==> src/rtl/cbg_pkg.sv <==
package cbg_pkg;
  localparam int PIX_W_DEF   = 13;
  localparam int LINE_W_DEF  = 12;
  localparam int N_RANGE_DEF = 2;
endpackage

==> src/rtl/cbg_timebase.sv <==
module cbg_timebase #(
  parameter int PIX_W  = cbg_pkg::PIX_W_DEF,
  parameter int LINE_W = cbg_pkg::LINE_W_DEF
) (
  input  logic              clk,
  input  logic              rst,
  input  logic              hsync,
  input  logic              vsync,
  output logic              line_start,
  output logic [PIX_W-1:0]  pix_q,
  output logic [LINE_W-1:0] line_nxt
);
  localparam logic [PIX_W-1:0]  PIX_SAT  = '1;
  localparam logic [LINE_W-1:0] LINE_SAT = '1;

  logic              hs_q, vs_q, frame_start;
  logic [LINE_W-1:0] line_q;

  assign line_start  = hsync & ~hs_q;
  assign frame_start = vsync & ~vs_q;

  always_ff @(posedge clk) begin
    if (rst) begin
      hs_q <= 1'b0;
      vs_q <= 1'b0;
    end else begin
      hs_q <= hsync;
      vs_q <= vsync;
    end
  end

  // Pixel counter saturates so that toggles cannot refire on overlong lines.
  always_ff @(posedge clk) begin
    if (rst)                  pix_q <= PIX_SAT;
    else if (line_start)      pix_q <= '0;
    else if (pix_q != PIX_SAT) pix_q <= pix_q + 1'b1;
  end

  always_comb begin
    if (frame_start)                            line_nxt = '0;
    else if (line_start && line_q != LINE_SAT)  line_nxt = line_q + 1'b1;
    else                                        line_nxt = line_q;
  end

  always_ff @(posedge clk) begin
    if (rst) line_q <= '0;
    else     line_q <= line_nxt;
  end

  p_pix_restart_r2: assert property (@(posedge clk) disable iff (rst)
    line_start |=> pix_q == '0);
  p_pix_step_r3: assert property (@(posedge clk) disable iff (rst)
    (!line_start && pix_q != PIX_SAT) |=> (pix_q - $past(pix_q)) == PIX_W'(1));
  p_frame_restart_r6: assert property (@(posedge clk) disable iff (rst)
    frame_start |=> line_q == '0);
endmodule

==> src/rtl/cbg_toggle_pulse.sv <==
module cbg_toggle_pulse #(
  parameter int PIX_W = cbg_pkg::PIX_W_DEF
) (
  input  logic             clk,
  input  logic             rst,
  input  logic             line_start,
  input  logic [PIX_W-1:0] pix,
  input  logic             start_lvl,
  input  logic [PIX_W-1:0] tog_a,
  input  logic [PIX_W-1:0] tog_b,
  input  logic             force_hi,
  output logic             out_q
);
  localparam logic [PIX_W-1:0] PIX_SAT = '1;

  logic level_q, level_d, hit;

  // A saturated count never matches, so the all-ones position is inert.
  assign hit = (pix != PIX_SAT) && ((pix == tog_a) || (pix == tog_b));

  always_comb begin
    if (line_start) level_d = start_lvl;
    else if (hit)   level_d = ~level_q;
    else            level_d = level_q;
  end

  // level_q keeps running through forced lines; out_q is what leaves the block.
  always_ff @(posedge clk) begin
    if (rst) begin
      level_q <= 1'b1;
      out_q   <= 1'b1;
    end else begin
      level_q <= level_d;
      out_q   <= level_d | force_hi;
    end
  end

  p_line_start_level_r2: assert property (@(posedge clk) disable iff (rst)
    line_start |=> level_q == $past(start_lvl));
  p_hold_without_hit_r5: assert property (@(posedge clk) disable iff (rst)
    (!line_start && !hit) |=> $stable(level_q));
  p_force_high_r7: assert property (@(posedge clk) disable iff (rst)
    force_hi |=> out_q);
endmodule

==> src/rtl/cbg_line_mask.sv <==
module cbg_line_mask #(
  parameter int LINE_W  = cbg_pkg::LINE_W_DEF,
  parameter int N_RANGE = cbg_pkg::N_RANGE_DEF
) (
  input  logic [LINE_W-1:0]         line,
  input  logic [N_RANGE*LINE_W-1:0] first_flat,
  input  logic [N_RANGE*LINE_W-1:0] last_flat,
  output logic                      hit
);
  logic [N_RANGE-1:0] in_rng;

  for (genvar i = 0; i < N_RANGE; i++) begin : g_rng
    logic [LINE_W-1:0] lo, hi;
    assign lo        = first_flat[i*LINE_W +: LINE_W];
    assign hi        = last_flat[i*LINE_W +: LINE_W];
    // Inclusive bounds; lo > hi yields an empty range.
    assign in_rng[i] = (line >= lo) && (line <= hi);
  end

  assign hit = |in_rng;
endmodule

==> src/rtl/clamp_blank_gen.sv <==
module clamp_blank_gen #(
  parameter int PIX_W  = cbg_pkg::PIX_W_DEF,
  parameter int LINE_W = cbg_pkg::LINE_W_DEF
) (
  input  logic              clk,
  input  logic              rst,
  input  logic              hsync,
  input  logic              vsync,
  input  logic              clamp_start_lvl,
  input  logic [PIX_W-1:0]  clamp_tog_a,
  input  logic [PIX_W-1:0]  clamp_tog_b,
  input  logic              pblank_start_lvl,
  input  logic [PIX_W-1:0]  pblank_tog_a,
  input  logic [PIX_W-1:0]  pblank_tog_b,
  input  logic [LINE_W-1:0] rng_a_first,
  input  logic [LINE_W-1:0] rng_a_last,
  input  logic [LINE_W-1:0] rng_b_first,
  input  logic [LINE_W-1:0] rng_b_last,
  output logic              clamp_n,
  output logic              pblank_n
);
  localparam int N_RANGE = cbg_pkg::N_RANGE_DEF;

  logic              line_start, mask_hit;
  logic [PIX_W-1:0]  pix;
  logic [LINE_W-1:0] line_nxt;

  cbg_timebase #(.PIX_W(PIX_W), .LINE_W(LINE_W)) u_tb (
    .clk(clk), .rst(rst), .hsync(hsync), .vsync(vsync),
    .line_start(line_start), .pix_q(pix), .line_nxt(line_nxt)
  );

  // Mask is judged on the line number that is current after this edge.
  cbg_line_mask #(.LINE_W(LINE_W), .N_RANGE(N_RANGE)) u_mask (
    .line(line_nxt),
    .first_flat({rng_b_first, rng_a_first}),
    .last_flat({rng_b_last, rng_a_last}),
    .hit(mask_hit)
  );

  cbg_toggle_pulse #(.PIX_W(PIX_W)) u_clamp (
    .clk(clk), .rst(rst), .line_start(line_start), .pix(pix),
    .start_lvl(clamp_start_lvl), .tog_a(clamp_tog_a), .tog_b(clamp_tog_b),
    .force_hi(mask_hit), .out_q(clamp_n)
  );

  cbg_toggle_pulse #(.PIX_W(PIX_W)) u_pblank (
    .clk(clk), .rst(rst), .line_start(line_start), .pix(pix),
    .start_lvl(pblank_start_lvl), .tog_a(pblank_tog_a), .tog_b(pblank_tog_b),
    .force_hi(1'b0), .out_q(pblank_n)
  );

  p_mask_holds_clamp_r7: assert property (@(posedge clk) disable iff (rst)
    mask_hit |=> clamp_n);
endmodule

==> config.mk <==
export PLATFORM = sky130hd
export DESIGN_NAME = clamp_blank_gen
export DESIGN_NICKNAME = d
export VERILOG_FILES = /design/src/rtl/cbg_pkg.sv /design/src/rtl/cbg_timebase.sv /design/src/rtl/cbg_toggle_pulse.sv /design/src/rtl/cbg_line_mask.sv /design/src/rtl/clamp_blank_gen.sv
export SDC_FILE = /design/constraint.sdc
export NUM_CORES = 1
export LEC_CHECK = 0
export ABC_AREA = 1
export BUFFER_PORTS_ARGS = -buffer_cell sky130_fd_sc_hd__buf_2
export CAP_MARGIN = 10
export CORE_ASPECT_RATIO = 0.7
export CORE_MARGIN = 1
export CORE_UTILIZATION = 58
export CTS_CLUSTER_DIAMETER = 80
export DETAILED_ROUTE_END_ITERATION = 10
export MAX_ROUTING_LAYER = met4
export PLACE_DENSITY = 0.94
export SYNTH_ARGS = -nofsm -noshare
export SYNTH_HDL_FRONTEND = slang
export SYNTH_SLANG_ARGS = --single-unit
==> constraint.sdc <==
create_clock -name clk -period 4.39 [get_ports clk]
set_input_delay 0.439 -clock clk [delete_from_list [all_inputs] [get_ports clk]]
set_output_delay 0.439 -clock clk [all_outputs]
set_load 0.05 [all_outputs]
# After elaboration in Yosys (flattened, before gate mapping)
# Cells that the tools add are included.
dict set report totals {
  regBits 30
  in_bits 106
  out_inout_bits 2
}
dict set report op_classes {
  addsub 2
  magnitude_cmp 4
  n_eq_ne 6
  muxes 8
  n_bitwise 7
  n_reduce_logical 10
}
# op count
set op_table {}
lappend op_table {{$eq 13x13->1} 4}
lappend op_table {{$mux 13} 2}
lappend op_table {{$ge 12x12->1} 2}
lappend op_table {{$le 12x12->1} 2}
lappend op_table {{$mux 12} 2}
lappend op_table {{$add 13x1->13 const B} 1}
lappend op_table {{$ne 13x13->1 const B} 1}
lappend op_table {{$add 12x1->12 const B} 1}
lappend op_table {{$ne 12x12->1 const B} 1}
lappend op_table {{$logic_and 1x1->1} 5}
lappend op_table {{$mux 1} 4}
lappend op_table {{$not 1->1} 4}
lappend op_table {{$reduce_bool 2->1} 2}
lappend op_table {{$and 1x1->1} 2}
lappend op_table {{$logic_or 1x1->1} 2}
lappend op_table {{$reduce_or 2->1} 1}
lappend op_table {{$or 1x1->1} 1}

# Longest topological paths before layout
dict set report depth {
  ltp_word 9
  depth_mapped 19
}

# Hierarchy
# Synthesis repeated with hierarchy kept, for this count alone.
dict set report hier_totals {
  hier_cells 745
  area_unflattened_um2 4167.7
}
# module n_inst cells_per_inst area_each_um2
set by_module_without_submodules {}
lappend by_module_without_submodules {cbg_timebase 1 234 1537.7}
lappend by_module_without_submodules {cbg_toggle_pulse 2 147 664.4}
lappend by_module_without_submodules {cbg_line_mask 1 216 1297.5}
lappend by_module_without_submodules {clamp_blank_gen 1 1 3.8}

# Least setup slack after synthesis
# Ideal clock, no wire load.
dict set report synth_path {
  path_type {register to register}
  from {reg u_tb.line_q[0]}
  to {reg u_clamp.out_q}
  setup_time_ns 0.126
  arrival_ns 2.308
  path_slack_ns 1.955
  path_stages_with_launch 20
  n_path_buf 1
  path_cell_list {dfxtp_1 -> ha_1 -> nand3_2 -> nor4_4 -> nand2_2 -> nand2_4 -> buf_12 -> nor2_1 -> nand2_1 -> nand2_1 -> nand3_1 -> inv_1 -> ha_1 -> nand4_1 -> nor3_1 -> nand2_1 -> nand3_1 -> nand2_1 -> nand2_1 -> nand4_1}
}
dict set report synth_via {
  elab_chain_cells 8
  word_cells_on_any_way 13
  classes_between {add/sub (1); order compare (4); eq/ne (1); mux (2); bitwise (1); reduce/logical (4)}
}
# element line_no
set synth_rtl {}
lappend synth_rtl {{from (decl)} cbg_timebase.sv:17} ;# logic [LINE_W-1:0] line_q;
lappend synth_rtl {{from (signal assigned)} cbg_timebase.sv:47} ;# else line_q <= line_nxt;
lappend synth_rtl {{branches (longest 2 deep; another with $add 12x1->12)} n/a}
lappend synth_rtl {{$mux 12 (*)} cbg_timebase.sv:41} ;# else if (line_start && line_q != LINE_SAT) line_nxt = line_q + 1'b1;
lappend synth_rtl {{$mux 12 (*)} cbg_timebase.sv:40} ;# if (frame_start) line_nxt = '0;
lappend synth_rtl {{net line_nxt[10]} clamp_blank_gen.sv:26} ;# logic [LINE_W-1:0] line_nxt;
lappend synth_rtl {{$ge 12x12->1 / $le 12x12->1 (equally long branches)} cbg_line_mask.sv:17} ;# assign in_rng[i] = (line >= lo) && (line <= hi);
lappend synth_rtl {{$logic_and 1x1->1} cbg_line_mask.sv:17}
lappend synth_rtl {{$reduce_or 2->1 (*)} cbg_line_mask.sv:20} ;# assign hit = |in_rng;
lappend synth_rtl {{$or 1x1->1 (*)} cbg_toggle_pulse.sv:34} ;# out_q <= level_d | force_hi;
lappend synth_rtl {{to (signal assigned)} cbg_toggle_pulse.sv:34}
lappend synth_rtl {{to (decl)} cbg_toggle_pulse.sv:12} ;# output logic out_q
# Mark *: on every way through the listed nets, which the timed path passes.
# A chain may end at the register's enable or synchronous reset.

# Worst setup path after layout
# Ends and elaborated chain as after synthesis.

==> impl_table.tex <==
\begin{tabular}{lr}
\hline
Metric & Value \\
\hline
\multicolumn{2}{l}{\textbf{Status}} \\
Run status & complete, no violations \\
\multicolumn{2}{l}{\textbf{GRT}} \\
Overall routing resource usage & 0.334 \\
Overall overflow remaining after global route & 0 \\
Via count of the first global-routing pass & roughly 4000 \\
Number of antenna violations at the first check in global routing & 0 \\
Pin count of the biggest net entering global routing & 20 \\
First-pass GRT wire length & around 17000 µm \\
\multicolumn{2}{l}{\textbf{Finish}} \\
Area Overhead vs Synth & 18.3\% \\
Register cell area after layout & 601 µm² \\
Filler cells & $\sim$500 \\
Antenna Diode Count & 0 \\
Number of nets in the final layout & 869 \\
Non-filler cells in the finished layout & around 790 \\
Share of layout cells above drive strength 1 & 0.181 \\
Footprint of the multi-input gates & about 2500 µm² \\
\multicolumn{2}{l}{\textbf{Clock network}} \\
Number of buffers on the longest clock path & 2 \\
Sink Count & 30 \\
Cts repair resizes & 0 \\
H-tree depth & 2 \\
Number of buffers created by CTS & 5 \\
Hold-fix buffers at CTS & 0 \\
Clock tree from TritonCTS & done \\
Root Buffer Master & sky130\_fd\_sc\_hd\_\_clkbuf\_8 \\
Clock latency of the later-clocked register in the worst-skew pair & 0.29 ns \\
Clock Pin Slew Worst Setup and Hold Paths & 0.07 ns \\
Post-CTS Setup Inserts & 0 \\
\multicolumn{2}{l}{\textbf{STA}} \\
Least-Margin Pin Slew & between 0.8 and 0.9 ns \\
Final-report max-slew violation count & 0 \\
Count of final setup violators & 0 \\
Worst clock skew & 0.00518 ns \\
Aggregate negative setup slack & 0 ns \\
Fin crit share & 0.655 \\
Fmax achieved & $\sim$0.35 GHz \\
Worst hold margin & 0.366 ns \\
Min Clock Period, post-route & 2.88 ns \\
Unrepaired setup endpoints after global routing & false \\
Slew margin rel. & 0.434 \\
Final-report hold violation count & 0 \\
\multicolumn{2}{l}{\textbf{Logic synthesis}} \\
Number of different library cells in the post-synthesis netlist & 34 \\
Synth Register Bits & 30 \\
Ys Warns & 0 \\
Basic-gate share of the synthesized area counting and, or, nand and nor cells & 0.362 \\
Area fraction in compound gates after synthesis & 0.0960 \\
Avg Cell Area, Syn & between 5 and 6 µm² \\
Proportion of synthesized chip area in sequential cells & 0.164 \\
Main combinational cell family by area after synthesis & simple AND/OR/NAND/NOR gates \\
Share of cell area taken by muxes after synthesis & 0 \\
XOR/XNOR share of the synthesized area & 0.0622 \\
Cell area after technology mapping & 3660 µm² \\
Syn nets & 767 \\
Synthesized-area fraction occupied by adder cells & 0.171 \\
Number of instances in the synthesized netlist & between 600 and 700 \\
\multicolumn{2}{l}{\textbf{Setup path}} \\
Largest incremental delay on the critical path & 0.43 ns \\
Required time at the endpoint of the critical path & roughly 4.6 ns \\
Critical path startpoint category & flop \\
Slowest library cell on the worst path & sky130\_fd\_sc\_hd\_\_a21oi\_1 \\
Series of cell instances along the critical path & ha\_1, nand3\_2, nor4\_4, nand2\_2, nand2\_4, nand2\_1, a21oi\_1, ha\_1, a21oi\_1, nor2\_1, a211oi\_1, nand4\_1, nand2\_1, nand4\_1 \\
Type of destination of the critical path & flop \\
Worst path arrival time & 3.05 ns \\
Setup Crit Path Kind & reg2reg \\
Largest fanout on the critical path & 14 \\
\multicolumn{2}{l}{\textbf{Route}} \\
Residual DRC count & 0 \\
DRT Pass-1 Iters & 9 \\
Count of antenna-violating nets left after detailed routing & 0 \\
Detailed router's first-iteration violation count & 349 \\
Average vias per placed instance & 5.47 \\
Routed len/inst & roughly 14 µm \\
Routed Wire Length & 10700 µm \\
Via count of the routed design & 4313 \\
\multicolumn{2}{l}{\textbf{Power}} \\
Power density of the placed cells & between 200 and 250 nW/µm² \\
P\_leak & 2.59 nW \\
Worst IR drop on VDD & 164 µV \\
\multicolumn{2}{l}{\textbf{Floorplanning}} \\
Core ar. & between 5000 and 6000 µm² \\
Width of the chip & 97.0 µm \\
Cell Rows & 23 \\
Y dimension of the die & 68.5 µm \\
Effective utilization at floorplan & 0.621 \\
Number of primary I/O pins & roughly 110 \\
Area of the die & 6640 µm² \\
\multicolumn{2}{l}{\textbf{Placed design}} \\
Placed cell count & 781 \\
Placed wire-length estimate after detailed placement & 8900 µm \\
Global placement routability congestion & 0.974 \\
\# port buffers & 107 \\
\multicolumn{2}{l}{\textbf{Job}} \\
Max Cap Violations & 0 \\
\multicolumn{2}{l}{\textbf{Hold path}} \\
Min-Delay Path Class & in2reg \\
\hline
\end{tabular}
[flip-flops by register name (all words and copies together), names as in the netlist]
signal           count
u_tb.pix_q          13
u_clamp.level_q      1
u_pblank.out_q       1
u_clamp.out_q        1
u_tb.line_q         12
u_tb.hs_q            1
u_tb.vs_q            1
[layout make-up]
type	instances	area share
clock buffers	6	0.0191
clock inverters	1	0.00693
flip-flops and latches	30	0.139
inverters	123	0.107
well taps	75	0.0217
multi-input cells	446	0.584
repair buffers	107	0.124
[layer usage]
layer / track usage / share of wire / routed length [µm] / vias up
met5: - / 0 / 0 / -
met4: 0.121 / 0.024 / 253 / 0
met3: 0.0554 / 0.089 / 947 / 31
met2: 0.550 / 0.45 / 4770 / 219
met1: 0.424 / 0.44 / 4710 / 1936
li1: - / - / - / 2127
[synth_stat cells]
cell                       count  area (µm²)
sky130_fd_sc_hd__a211oi_1      3        22.5
sky130_fd_sc_hd__a21oi_1      24         120
sky130_fd_sc_hd__a21oi_2       1        8.76
sky130_fd_sc_hd__and2_1        4        25.0
sky130_fd_sc_hd__buf_12        1        20.0
sky130_fd_sc_hd__buf_2         7        35.0
sky130_fd_sc_hd__clkbuf_1      3        11.3
sky130_fd_sc_hd__clkbuf_2      1        5.00
sky130_fd_sc_hd__clkinv_1      2        7.51
sky130_fd_sc_hd__dfxtp_1      30         601
sky130_fd_sc_hd__ha_1         50         626
sky130_fd_sc_hd__inv_1       119         447
sky130_fd_sc_hd__inv_2         2        7.51
sky130_fd_sc_hd__nand2_1     166         623
sky130_fd_sc_hd__nand2_2       2        12.5
sky130_fd_sc_hd__nand2_4       2        22.5
sky130_fd_sc_hd__nand3_1      29         145
sky130_fd_sc_hd__nand3_2       1        10.0
sky130_fd_sc_hd__nand3b_1      3        22.5
sky130_fd_sc_hd__nand4_1      14        87.6
sky130_fd_sc_hd__nor2_1       63         236
sky130_fd_sc_hd__nor2_2        1        6.26
sky130_fd_sc_hd__nor3_1       11        55.1
sky130_fd_sc_hd__nor3_2        2        20.0
sky130_fd_sc_hd__nor4_1        3        18.8
sky130_fd_sc_hd__nor4_4        1        21.3
sky130_fd_sc_hd__o211ai_1      3        22.5
sky130_fd_sc_hd__o21ai_0      28         140
sky130_fd_sc_hd__o21ai_1       2        10.0
sky130_fd_sc_hd__o22ai_1       3        18.8
sky130_fd_sc_hd__o311ai_0      1        8.76
sky130_fd_sc_hd__or2_2         3        18.8
sky130_fd_sc_hd__xnor2_1      18         158
sky130_fd_sc_hd__xor2_1        8        70.1
[path summary, 6_finish.rpt]
kind         slack, ns                        start  depth (start not counted)                     endpoint
min               0.37                        vsync                          3         u_tb.vs_q$_SDFF_PP0_
max               1.51    u_tb.line_q[0]$_SDFF_PP0_                         14     u_clamp.out_q$_SDFF_PP1_
max reg2reg       1.51    u_tb.line_q[0]$_SDFF_PP0_                         14     u_clamp.out_q$_SDFF_PP1_
min reg2reg       0.53  u_pblank.out_q$_SDFFE_PP1P_                          2  u_pblank.out_q$_SDFFE_PP1P_
[worst max-delay path, delay by kind of cell, from the launching register on]
family / cells / cell delay [ns]
adder cells (fa/ha/maj): 2 / 0.55
AND/OR/NAND/NOR: 9 / 1.03
flip-flops: 1 / 0.40
AO/OA/AOI/OAI: 3 / 0.77
[per-stage QoR]
step            util  instance area [µm²]  power [W]  worst slack, ns
2_1_floorplan      -                 3660   0.000520             1.96
3_3_place_gp   0.716                 4220   0.000609             1.56
3_5_place_dp   0.716                 4220   0.000627             1.47
4_1_cts        0.735                 4330   0.000914             1.55
5_1_grt        0.735                 4330   0.000974             1.22
6_report       0.735                 4330   0.000924             1.51
[placed cells by master (no fill, tap or decap), types with 2 or more instances in the layout]
cell / instances
sky130_fd_sc_hd__o211ai_1: 3
sky130_fd_sc_hd__inv_2: 2
sky130_fd_sc_hd__nand2_2: 2
sky130_fd_sc_hd__nand2_4: 2
sky130_fd_sc_hd__buf_2: 107
sky130_fd_sc_hd__clkbuf_8: 6
sky130_fd_sc_hd__nor4_1: 3
sky130_fd_sc_hd__nor3_1: 11
sky130_fd_sc_hd__nor2_1: 63
sky130_fd_sc_hd__o22ai_1: 3
sky130_fd_sc_hd__o21ai_1: 2
sky130_fd_sc_hd__nand3_1: 29
sky130_fd_sc_hd__a21oi_1: 24
sky130_fd_sc_hd__a211oi_1: 3
sky130_fd_sc_hd__clkinv_1: 2
sky130_fd_sc_hd__o21ai_0: 28
sky130_fd_sc_hd__dfxtp_1: 30
sky130_fd_sc_hd__nand2_1: 166
sky130_fd_sc_hd__nand4_1: 14
sky130_fd_sc_hd__nor3_2: 2
sky130_fd_sc_hd__xnor2_1: 18
sky130_fd_sc_hd__ha_1: 50
sky130_fd_sc_hd__xor2_1: 8
sky130_fd_sc_hd__or2_2: 3
sky130_fd_sc_hd__nand3b_1: 3
sky130_fd_sc_hd__inv_1: 119
sky130_fd_sc_hd__and2_1: 4
[kinds of logic (layout without fill, tap and decap cells)]
group	after synthesis	in the layout
simple gates	305	305
buf+inv	135	237
compound gates	65	65
fa+ha+maj	50	50
flops	30	30
xor+xnor	26	26
[power by group]
group,switching [W],total (W),internal [W],leakage (nW)
clock,0.000110,0.000291,0.000181,0.0573
combinational,0.000183,0.000308,0.000125,2.29
sequential,0.0000346,0.000324,0.000290,0.248
total,0.000327,0.000924,0.000596,2.59
Note: power is estimated with default switching activity, not from simulation.
